**src/rtl/hpt_pkg.sv**
```systemverilog
package hpt_pkg;
    typedef enum logic [1:0] {
        ST_IDLE,
        ST_HEAD,
        ST_NODE,
        ST_RESP
    } walk_state_t;
endpackage

```
**src/rtl/hpt_hash.sv**
```systemverilog
module hpt_hash #(
    parameter int IN_W  = 20,
    parameter int OUT_W = 4
) (
    input  logic [IN_W-1:0]  key,
    output logic [OUT_W-1:0] idx
);
    localparam int NSLICE = (IN_W + OUT_W - 1) / OUT_W;
    localparam int PAD_W  = NSLICE * OUT_W;

    logic [PAD_W-1:0] padded;
    logic [OUT_W-1:0] acc [NSLICE+1];

    assign padded = PAD_W'(key);
    assign acc[0] = '0;

    // fold every slice into the running XOR
    for (genvar g = 0; g < NSLICE; g++) begin : g_fold
        assign acc[g+1] = acc[g] ^ padded[g*OUT_W +: OUT_W];
    end

    assign idx = acc[NSLICE];
endmodule

```
**src/rtl/hpt_node_eval.sv**
```systemverilog
module hpt_node_eval #(
    parameter int VPN_W = 20,
    parameter int PFN_W = 17,
    parameter int PTR_W = 5
) (
    input  logic [VPN_W+PFN_W+PTR_W-1:0] word,
    input  logic [VPN_W-1:0]             want,
    output logic                         match,
    output logic                         is_last,
    output logic [PFN_W-1:0]             pfn,
    output logic [PTR_W-1:0]             next
);
    localparam int NODE_W = VPN_W + PFN_W + PTR_W;

    logic [VPN_W-1:0] stored_vpn;

    assign stored_vpn = word[NODE_W-1 -: VPN_W];
    assign pfn        = word[PTR_W +: PFN_W];
    assign next       = word[PTR_W-1:0];
    assign match      = (stored_vpn == want);
    assign is_last    = &next;
endmodule

```
**src/rtl/hpt_walker.sv**
```systemverilog
module hpt_walker
    import hpt_pkg::*;
#(
    parameter int VPN_W    = 20,
    parameter int OFF_W    = 12,
    parameter int PFN_W    = 17,
    parameter int BKT_W    = 4,
    parameter int PTR_W    = 5,
    parameter int MAX_WALK = 8,
    localparam int NODE_W  = VPN_W + PFN_W + PTR_W,
    localparam int PA_W    = PFN_W + OFF_W,
    localparam int CNT_W   = $clog2(MAX_WALK + 1)
) (
    input  logic              clk,
    input  logic              rst_n,
    input  logic              req_valid,
    input  logic [VPN_W-1:0]  req_vpn,
    input  logic [OFF_W-1:0]  req_off,
    output logic              req_ready,
    output logic              bkt_rd_en,
    output logic [BKT_W-1:0]  bkt_rd_addr,
    input  logic [PTR_W-1:0]  bkt_rd_data,
    output logic              node_rd_en,
    output logic [PTR_W-1:0]  node_rd_addr,
    input  logic [NODE_W-1:0] node_rd_data,
    output logic              rsp_valid,
    output logic              rsp_hit,
    output logic              rsp_err,
    output logic [PA_W-1:0]   rsp_paddr,
    output logic [CNT_W-1:0]  rsp_visits
);
    localparam logic [CNT_W-1:0] WALK_LIMIT = CNT_W'(MAX_WALK);

    walk_state_t      state_q, state_d;
    logic [VPN_W-1:0] vpn_q;
    logic [OFF_W-1:0] off_q;
    logic [PFN_W-1:0] pfn_q, pfn_d;
    logic [CNT_W-1:0] visits_q, visits_d, visits_inc;
    logic             hit_q, hit_d, err_q, err_d;
    logic             take_req, head_null, chase_go;

    logic [BKT_W-1:0] hash_idx;
    logic             nd_match, nd_last;
    logic [PFN_W-1:0] nd_pfn;
    logic [PTR_W-1:0] nd_next;

    hpt_hash #(.IN_W(VPN_W), .OUT_W(BKT_W)) u_hash (
        .key (req_vpn),
        .idx (hash_idx)
    );

    hpt_node_eval #(.VPN_W(VPN_W), .PFN_W(PFN_W), .PTR_W(PTR_W)) u_eval (
        .word    (node_rd_data),
        .want    (vpn_q),
        .match   (nd_match),
        .is_last (nd_last),
        .pfn     (nd_pfn),
        .next    (nd_next)
    );

    assign take_req   = (state_q == ST_IDLE) && req_valid;
    assign head_null  = &bkt_rd_data;
    assign visits_inc = visits_q + CNT_W'(1);

    // transition logic
    always_comb begin
        state_d  = state_q;
        visits_d = visits_q;
        hit_d    = hit_q;
        err_d    = err_q;
        pfn_d    = pfn_q;
        chase_go = 1'b0;
        unique case (state_q)
            ST_IDLE: begin
                if (take_req) begin            // ACCEPT
                    state_d  = ST_HEAD;
                    visits_d = '0;
                    hit_d    = 1'b0;
                    err_d    = 1'b0;
                    pfn_d    = '0;
                end
            end
            ST_HEAD: begin
                if (head_null) begin           // EMPTY
                    state_d = ST_RESP;
                end else begin                 // FIRST
                    state_d  = ST_NODE;
                    chase_go = 1'b1;
                end
            end
            ST_NODE: begin
                visits_d = visits_inc;
                if (nd_match) begin            // FOUND
                    state_d = ST_RESP;
                    hit_d   = 1'b1;
                    pfn_d   = nd_pfn;
                end else if (nd_last) begin    // END
                    state_d = ST_RESP;
                end else if (visits_inc == WALK_LIMIT) begin  // ABORT
                    state_d = ST_RESP;
                    err_d   = 1'b1;
                end else begin                 // NEXT
                    chase_go = 1'b1;
                end
            end
            ST_RESP: begin                     // RETURN
                state_d = ST_IDLE;
            end
            default: state_d = ST_IDLE;
        endcase
    end

    // state and walk registers
    always_ff @(posedge clk) begin
        if (!rst_n) begin
            state_q  <= ST_IDLE;
            vpn_q    <= '0;
            off_q    <= '0;
            pfn_q    <= '0;
            visits_q <= '0;
            hit_q    <= 1'b0;
            err_q    <= 1'b0;
        end else begin
            state_q  <= state_d;
            visits_q <= visits_d;
            hit_q    <= hit_d;
            err_q    <= err_d;
            pfn_q    <= pfn_d;
            if (take_req) begin
                vpn_q <= req_vpn;
                off_q <= req_off;
            end
        end
    end

    // outputs
    always_comb begin
        req_ready    = (state_q == ST_IDLE);
        bkt_rd_en    = take_req;
        bkt_rd_addr  = hash_idx;
        node_rd_en   = chase_go;
        node_rd_addr = (state_q == ST_HEAD) ? bkt_rd_data : nd_next;
        rsp_valid    = (state_q == ST_RESP);
        rsp_hit      = hit_q;
        rsp_err      = err_q;
        rsp_visits   = visits_q;
        rsp_paddr    = hit_q ? {pfn_q, off_q} : '0;
    end

    // after a request is taken the block is busy
    a_r2_busy_after_accept: assert property (@(posedge clk) disable iff (!rst_n)
        req_valid && req_ready |=> !req_ready);

    // the cycle after a response the block is idle again
    a_r2_ready_after_rsp: assert property (@(posedge clk) disable iff (!rst_n)
        rsp_valid |=> req_ready);

    // one-cycle response pulse
    a_r9_single_pulse: assert property (@(posedge clk) disable iff (!rst_n)
        rsp_valid |=> !rsp_valid);

    // hit and error never together
    a_r8_hit_err_excl: assert property (@(posedge clk) disable iff (!rst_n)
        rsp_valid |-> !(rsp_hit && rsp_err));

    // visit count never passes the walk limit
    a_r8_visit_bound: assert property (@(posedge clk) disable iff (!rst_n)
        rsp_valid |-> (rsp_visits <= WALK_LIMIT));

    // an empty bucket yields a plain miss
    a_r4_empty_miss: assert property (@(posedge clk) disable iff (!rst_n)
        rsp_valid && (rsp_visits == '0) |-> !rsp_hit && !rsp_err);

    // the bucket and node memories are never read in the same cycle
    a_r5_one_read: assert property (@(posedge clk) disable iff (!rst_n)
        !(bkt_rd_en && node_rd_en));

    // a miss carries a zero address
    a_r7_miss_zero: assert property (@(posedge clk) disable iff (!rst_n)
        rsp_valid && !rsp_hit |-> (rsp_paddr == '0));
endmodule

```
**config.mk**
```make
export PLATFORM = sky130hd
export DESIGN_NAME = hpt_walker
export DESIGN_NICKNAME = d
export VERILOG_FILES = /design/src/rtl/hpt_pkg.sv /design/src/rtl/hpt_hash.sv /design/src/rtl/hpt_node_eval.sv /design/src/rtl/hpt_walker.sv
export SDC_FILE = /design/constraint.sdc
export NUM_CORES = 1
export LEC_CHECK = 0
export CAP_MARGIN = 20
export CORE_ASPECT_RATIO = 1.4
export CORE_UTILIZATION = 58
export CTS_CLUSTER_DIAMETER = 50
export DETAILED_ROUTE_END_ITERATION = 6
export DONT_BUFFER_PORTS = 1
export PLACE_DENSITY = 0.85
export SKIP_LAST_GASP = 1
export SYNTH_ARGS = -nofsm -noshare
export SYNTH_HDL_FRONTEND = slang
export SYNTH_SLANG_ARGS = --single-unit
```
**constraint.sdc**
```tcl
create_clock -name clk -period 4.99 [get_ports clk]
set_input_delay 0.7485 -clock clk [delete_from_list [all_inputs] [get_ports clk]]
set_output_delay 0.7485 -clock clk [all_outputs]
set_load 0.005 [all_outputs]
```
After elaboration in Yosys (flattened, before gate mapping)
Index checks and enable logic that the tools add are counted.
{"block": "op_classes", "reduce_logical": 9, "n_addsub": 1, "n_eq_ne": 11, "n_mux": 25, "bitwise": 4}
{"operator": "17-bit two-way mux", "count": 2}
{"operator": "17-bit one-hot mux with 2 select lines", "count": 1}
{"operator": "29-bit two-way mux", "count": 1}
{"operator": "20-bit == test", "count": 1}
{"operator": "4-bit bitwise XOR", "count": 4}
{"operator": "5-bit AND reduction", "count": 3}
{"operator": "1-bit two-way mux", "count": 10}
{"operator": "2-bit two-way mux", "count": 4}
{"operator": "2-bit != test (second input constant)", "count": 4}
{"operator": "2-bit one-hot mux with 4 select lines", "count": 1}
{"operator": "4-bit one-hot mux with 2 select lines", "count": 1}
{"operator": "1-bit one-hot mux with 2 select lines", "count": 3}
{"operator": "5-bit two-way mux", "count": 1}
{"operator": "4-bit by 1-bit adder with 4-bit output (second input constant)", "count": 1}
{"operator": "2-bit == test (second input constant)", "count": 2}
{"operator": "4-bit == test (second input constant)", "count": 1}
{"operator": "4-bit two-way mux", "count": 1}
{"operator": "4-bit != test (second input constant)", "count": 1}
{"operator": "2-bit AND reduction", "count": 2}
{"operator": "3-bit AND reduction", "count": 1}
{"operator": "2-bit by 1-bit == test with 1-bit output (second input constant)", "count": 1}
{"operator": "2-bit logical NOT", "count": 1}
{"operator": "2-bit by 1-bit != test with 1-bit output (second input constant)", "count": 1}
{"operator": "2-bit nonzero test", "count": 1}
{"operator": "1-bit logical AND", "count": 1}
{"block": "word_totals", "regBits": 57, "output_inout_bits": 48, "word_cells": 57, "inputBits": 82}

Longest topological paths before layout
{"block": "logic_depth", "ltp_word": 6, "ltp_mapped": 9, "mapped_depth_nobuf": 8}

Modules after synthesis
From an unflattened synthesis, not the netlist that was laid out.
{"block": "unflattened", "cells_unflattened": 365, "hier_area_um2": 3184.3}
{"mod": "hpt_walker", "seq_area_each_um2": 1141.1, "area_per_inst_um2": 2625.0, "cells_each": 301, "instances": 1}
{"mod": "hpt_node_eval", "seq_area_each_um2": 0.0, "area_per_inst_um2": 399.1, "cells_each": 52, "instances": 1}
{"mod": "hpt_hash", "seq_area_each_um2": 0.0, "area_per_inst_um2": 160.2, "cells_each": 12, "instances": 1}

Worst setup path before layout
No wires, ideal clock.
{"block": "synth_timing", "kind": "input-to-output", "start": "input node_rd_data[40]", "end": "output node_rd_en", "path_buffers": 0, "t_required_ps": 4242, "setup_slack_ps": 2700, "arrival_time_ps": 1541, "cell_stages": 5, "cell_sequence": "xor2_1 > nor4_2 > nand3_2 > nand2_1 > a21boi_0"}
{"block": "synth_via", "elab_chain_len": 3}
{"item": "start, declared", "line_no": "hpt_walker.sv:25", "source": "input logic [NODE_W-1:0] node_rd_data,"}
{"item": "20-bit == test", "line_no": "hpt_node_eval.sv:20", "source": "assign match = (stored_vpn == want);"}
{"item": "1-bit two-way mux", "line_no": "hpt_walker.sv:93", "source": "if (nd_match) begin"}
{"item": "1-bit one-hot mux with 2 select lines", "line_no": "hpt_walker.sv:73", "source": "unique case (state_q)"}
{"item": "end, declared", "line_no": "hpt_walker.sv:23", "source": "output logic node_rd_en,"}
Every way passes these cells.

Worst setup path in the final report
Same ends and word-level chain as after synthesis.

==> results_dict.tcl <==
set metrics [dict create \
    synth.ff_latch_count 57 \
    synth_top_area_share_pct 39.8 \
    yosysMostFrequentCell "nand2_1" \
    rsz0062_at_grt "no" \
    routed_wl_mm 5.94 \
    worst-setup-path-type "input pin to primary output" \
    grt_use_met3_pct 9.30 \
    rows 29 \
    holdCritPathClass "flip-flop to flip-flop" \
    die_w_um 61.4 \
    critical_path.startpoint_type "input pin" \
    antenna_left 0 \
    area_growth_pct 9.31 \
    period_share_pct 50.8 \
    io_pins 130 \
    syn_area_um2 2860 \
    arrival_ns 1.79 \
    cts_hold_buf 0 \
    fin_setup_tns_ns 0 \
    slew_headroom_pct 46.8 \
    finalSetupViolCount 0 \
    die_h_um 85.1 \
    synthTopCellsByCount "nand2_1, dfxtp_1, a21boi_0" \
    slew_violations 0 \
    placed_cell_area_um2 2870 \
    r2r_slack_ns 2.81 \
    synthCells 325 \
    antenna_found_initial 0 \
    drive_above_1_share_pct 8.62 \
    synth_edf_count 0 \
    numCtsBuffers 9 \
    io_buffers 0 \
    synth_fp_nets 412 \
    leakagePower_nw 1.20 \
    ys_types 40 \
    finalInstanceArea_um2 3130 \
    synth_area_leader_cell "dfxtp_1" \
    synthFlopType "dfxtp_1" \
    async_flop_share_pct 0 \
    end_kind "primary output" \
    avgSynthCellArea_um2 8.81 \
    status "finished, final reports clean" \
    drc 0 \
    fmax_mhz 395 \
    grt.busiest_layer "met2" \
    grt_overflow 0 \
    vias_per_cell 5.64 \
    fin_skew_ns 0.00829 \
    core-area_um2 4640 \
    met1_usage_pct 22.9 \
    ys_warn_count 0 \
    diodes 0 \
    final_hold_viol_count 0 \
    r2r_cells 7 \
    post_cts_resize_count 0 \
    die-area_um2 5230 \
    power.density_nw_per_um2 437 \
    hold_start "off_q[11]$_SDFFE_PN0P_" \
    wl_per_cell_um 15.4 \
    maxCapViolations 0 \
    r2r-end "pfn_q[15]$_SDFFE_PN0P_" \
    crit_fanout 8 \
    postCtsSetupBuffers 0 \
    vias 2184 \
    ir_worst_vdd_v 0.000289 \
    grt_pass1_vias 2079 \
    drtPass1Iterations 4 \
    grt_first_pass_wirelength_mm 8.89 \
    whs_endpoint "off_q[11]$_SDFFE_PN0P_" \
    initial_utilization_pct 61.7 \
    dp_hpwl_mm 4.32 \
    fillers 385 \
    power.total_mw 1.37 \
    fin_crit_ns 2.53 \
    grt_max_degree 44 \
    hold_depth 2 \
    clock_latency_ns 0.34 \
    initialDrtViolationCount 117 \
    clk_pin_slew_ns 0.06 \
    cts_sinks 57 \
    worstReg2RegStart "state_q[0]$_SDFFE_PN0P_" \
    final_nets 407 \
    place_congestion 0.799 \
    fin_util_pct 67.4 \
    synthTopCellsByArea "dfxtp_1, nand2_1, xnor2_1" \
    met2_usage_pct 40.5 \
    cts_root_buf "clkbuf_8" \
    cts_buffer_depth 2 \
    gr-usage-all-layers_pct 23.1 \
    cts_tree "yes" \
    cp_data_required_time_ns 4.24 \
    tightest_slew_ns 0.797 \
    synth-seq-area-share_pct 39.8 \
    htree_levels 3 \
]
==> cell usage in the layout, fill, tap and decap left out, types with 3 or more instances in the layout <==
cell       netlist  layout
xnor2_1         29      29
and2_1          31      31
nor2b_1          3       3
nor2_1           3       3
nand2_1         76      76
nand4_1          3       3
bufinv_16        0       4
dfxtp_1         57      57
a21boi_0        33      33
inv_1            4       4
nand3_1          3       3
mux2_2           5       5
a21o_1           3       3
clkbuf_8         0       9
a22o_1          18      18
xor2_1           8       8
ha_1             5       5
==> power breakdown <==
group	internal [mW]	total [mW]	leakage [nW]	switching, mW
clock network	0.380	0.560	0.130	0.179
logic	0.110	0.273	0.604	0.163
registers	0.503	0.536	0.464	0.0327
==> layout make-up <==
type | instances | area, um2 | share of cell area, %
Clock buffer | 10 | 128 | 4.08
Clock inverter | 6 | 130 | 4.16
Inverter | 5 | 18.8 | 0.600
Multi-Input combinational cell | 245 | 1620 | 51.8
Sequential cell | 57 | 1140 | 36.5
Tap cell | 62 | 77.6 | 2.48
Timing Repair Buffer | 2 | 15.0 | 0.480
==> logic make-up (layout without fill, tap and decap cells) <==
group	Yosys count	after routing	synth area share, %
compound gates	67	67	18.5
xor+xnor	37	37	11.3
fa+ha+maj	5	5	2.18
buf+inv	23	23	3.58
flops	57	57	39.8
mux	7	7	2.66
simple gates	129	129	21.9
==> metrics by stage <==
| stage | instances | hold WS (ns) | setup slack, ns |
|---|---|---|---|
| CTS | 387 | 0.460 | 2.44 |
| detailed placement | 371 | 0.451 | 2.44 |
| finish | 387 | 0.458 | 2.46 |
| global placement | 371 | 0.445 | 2.47 |
| global route | 387 | 0.487 | 2.37 |
| floorplan | 325 | 0.439 | 2.70 |
==> critical path, cell delays in order <==
cell and delay (ns):
xor2_1 0.14, nor4_2 0.40, nand3_2 0.24, nand2_1 0.14
a21boi_0 0.12
==> flip-flops by register name, indices dropped and copies added, names as in the netlist <==
signal / count
off_q: 12
rsp_visits: 4
state_q: 2
rsp_hit: 1
rsp_err: 1
pfn_q: 17
vpn_q: 20
==> worst max path at each step <==
stage | endpoint | start
finish | node_rd_en | node_rd_data[40]
global route | node_rd_en | rsp_visits[0]$_SDFFE_PN0P_
CTS | node_rd_en | node_rd_data[40]
detailed placement | node_rd_en | node_rd_data[40]
global placement | node_rd_en | node_rd_data[40]
floorplan | node_rd_en | node_rd_data[40]
==> per-layer routing <==
layer / routed length, um / vias to the layer above
li1: - / 1080
met1: 2260 / 1008
met2: 3040 / 84
met3: 474 / 12
met4: 170 / 0
met5: 0 / -
No activity file was read; power rests on OpenSTA's default activity.
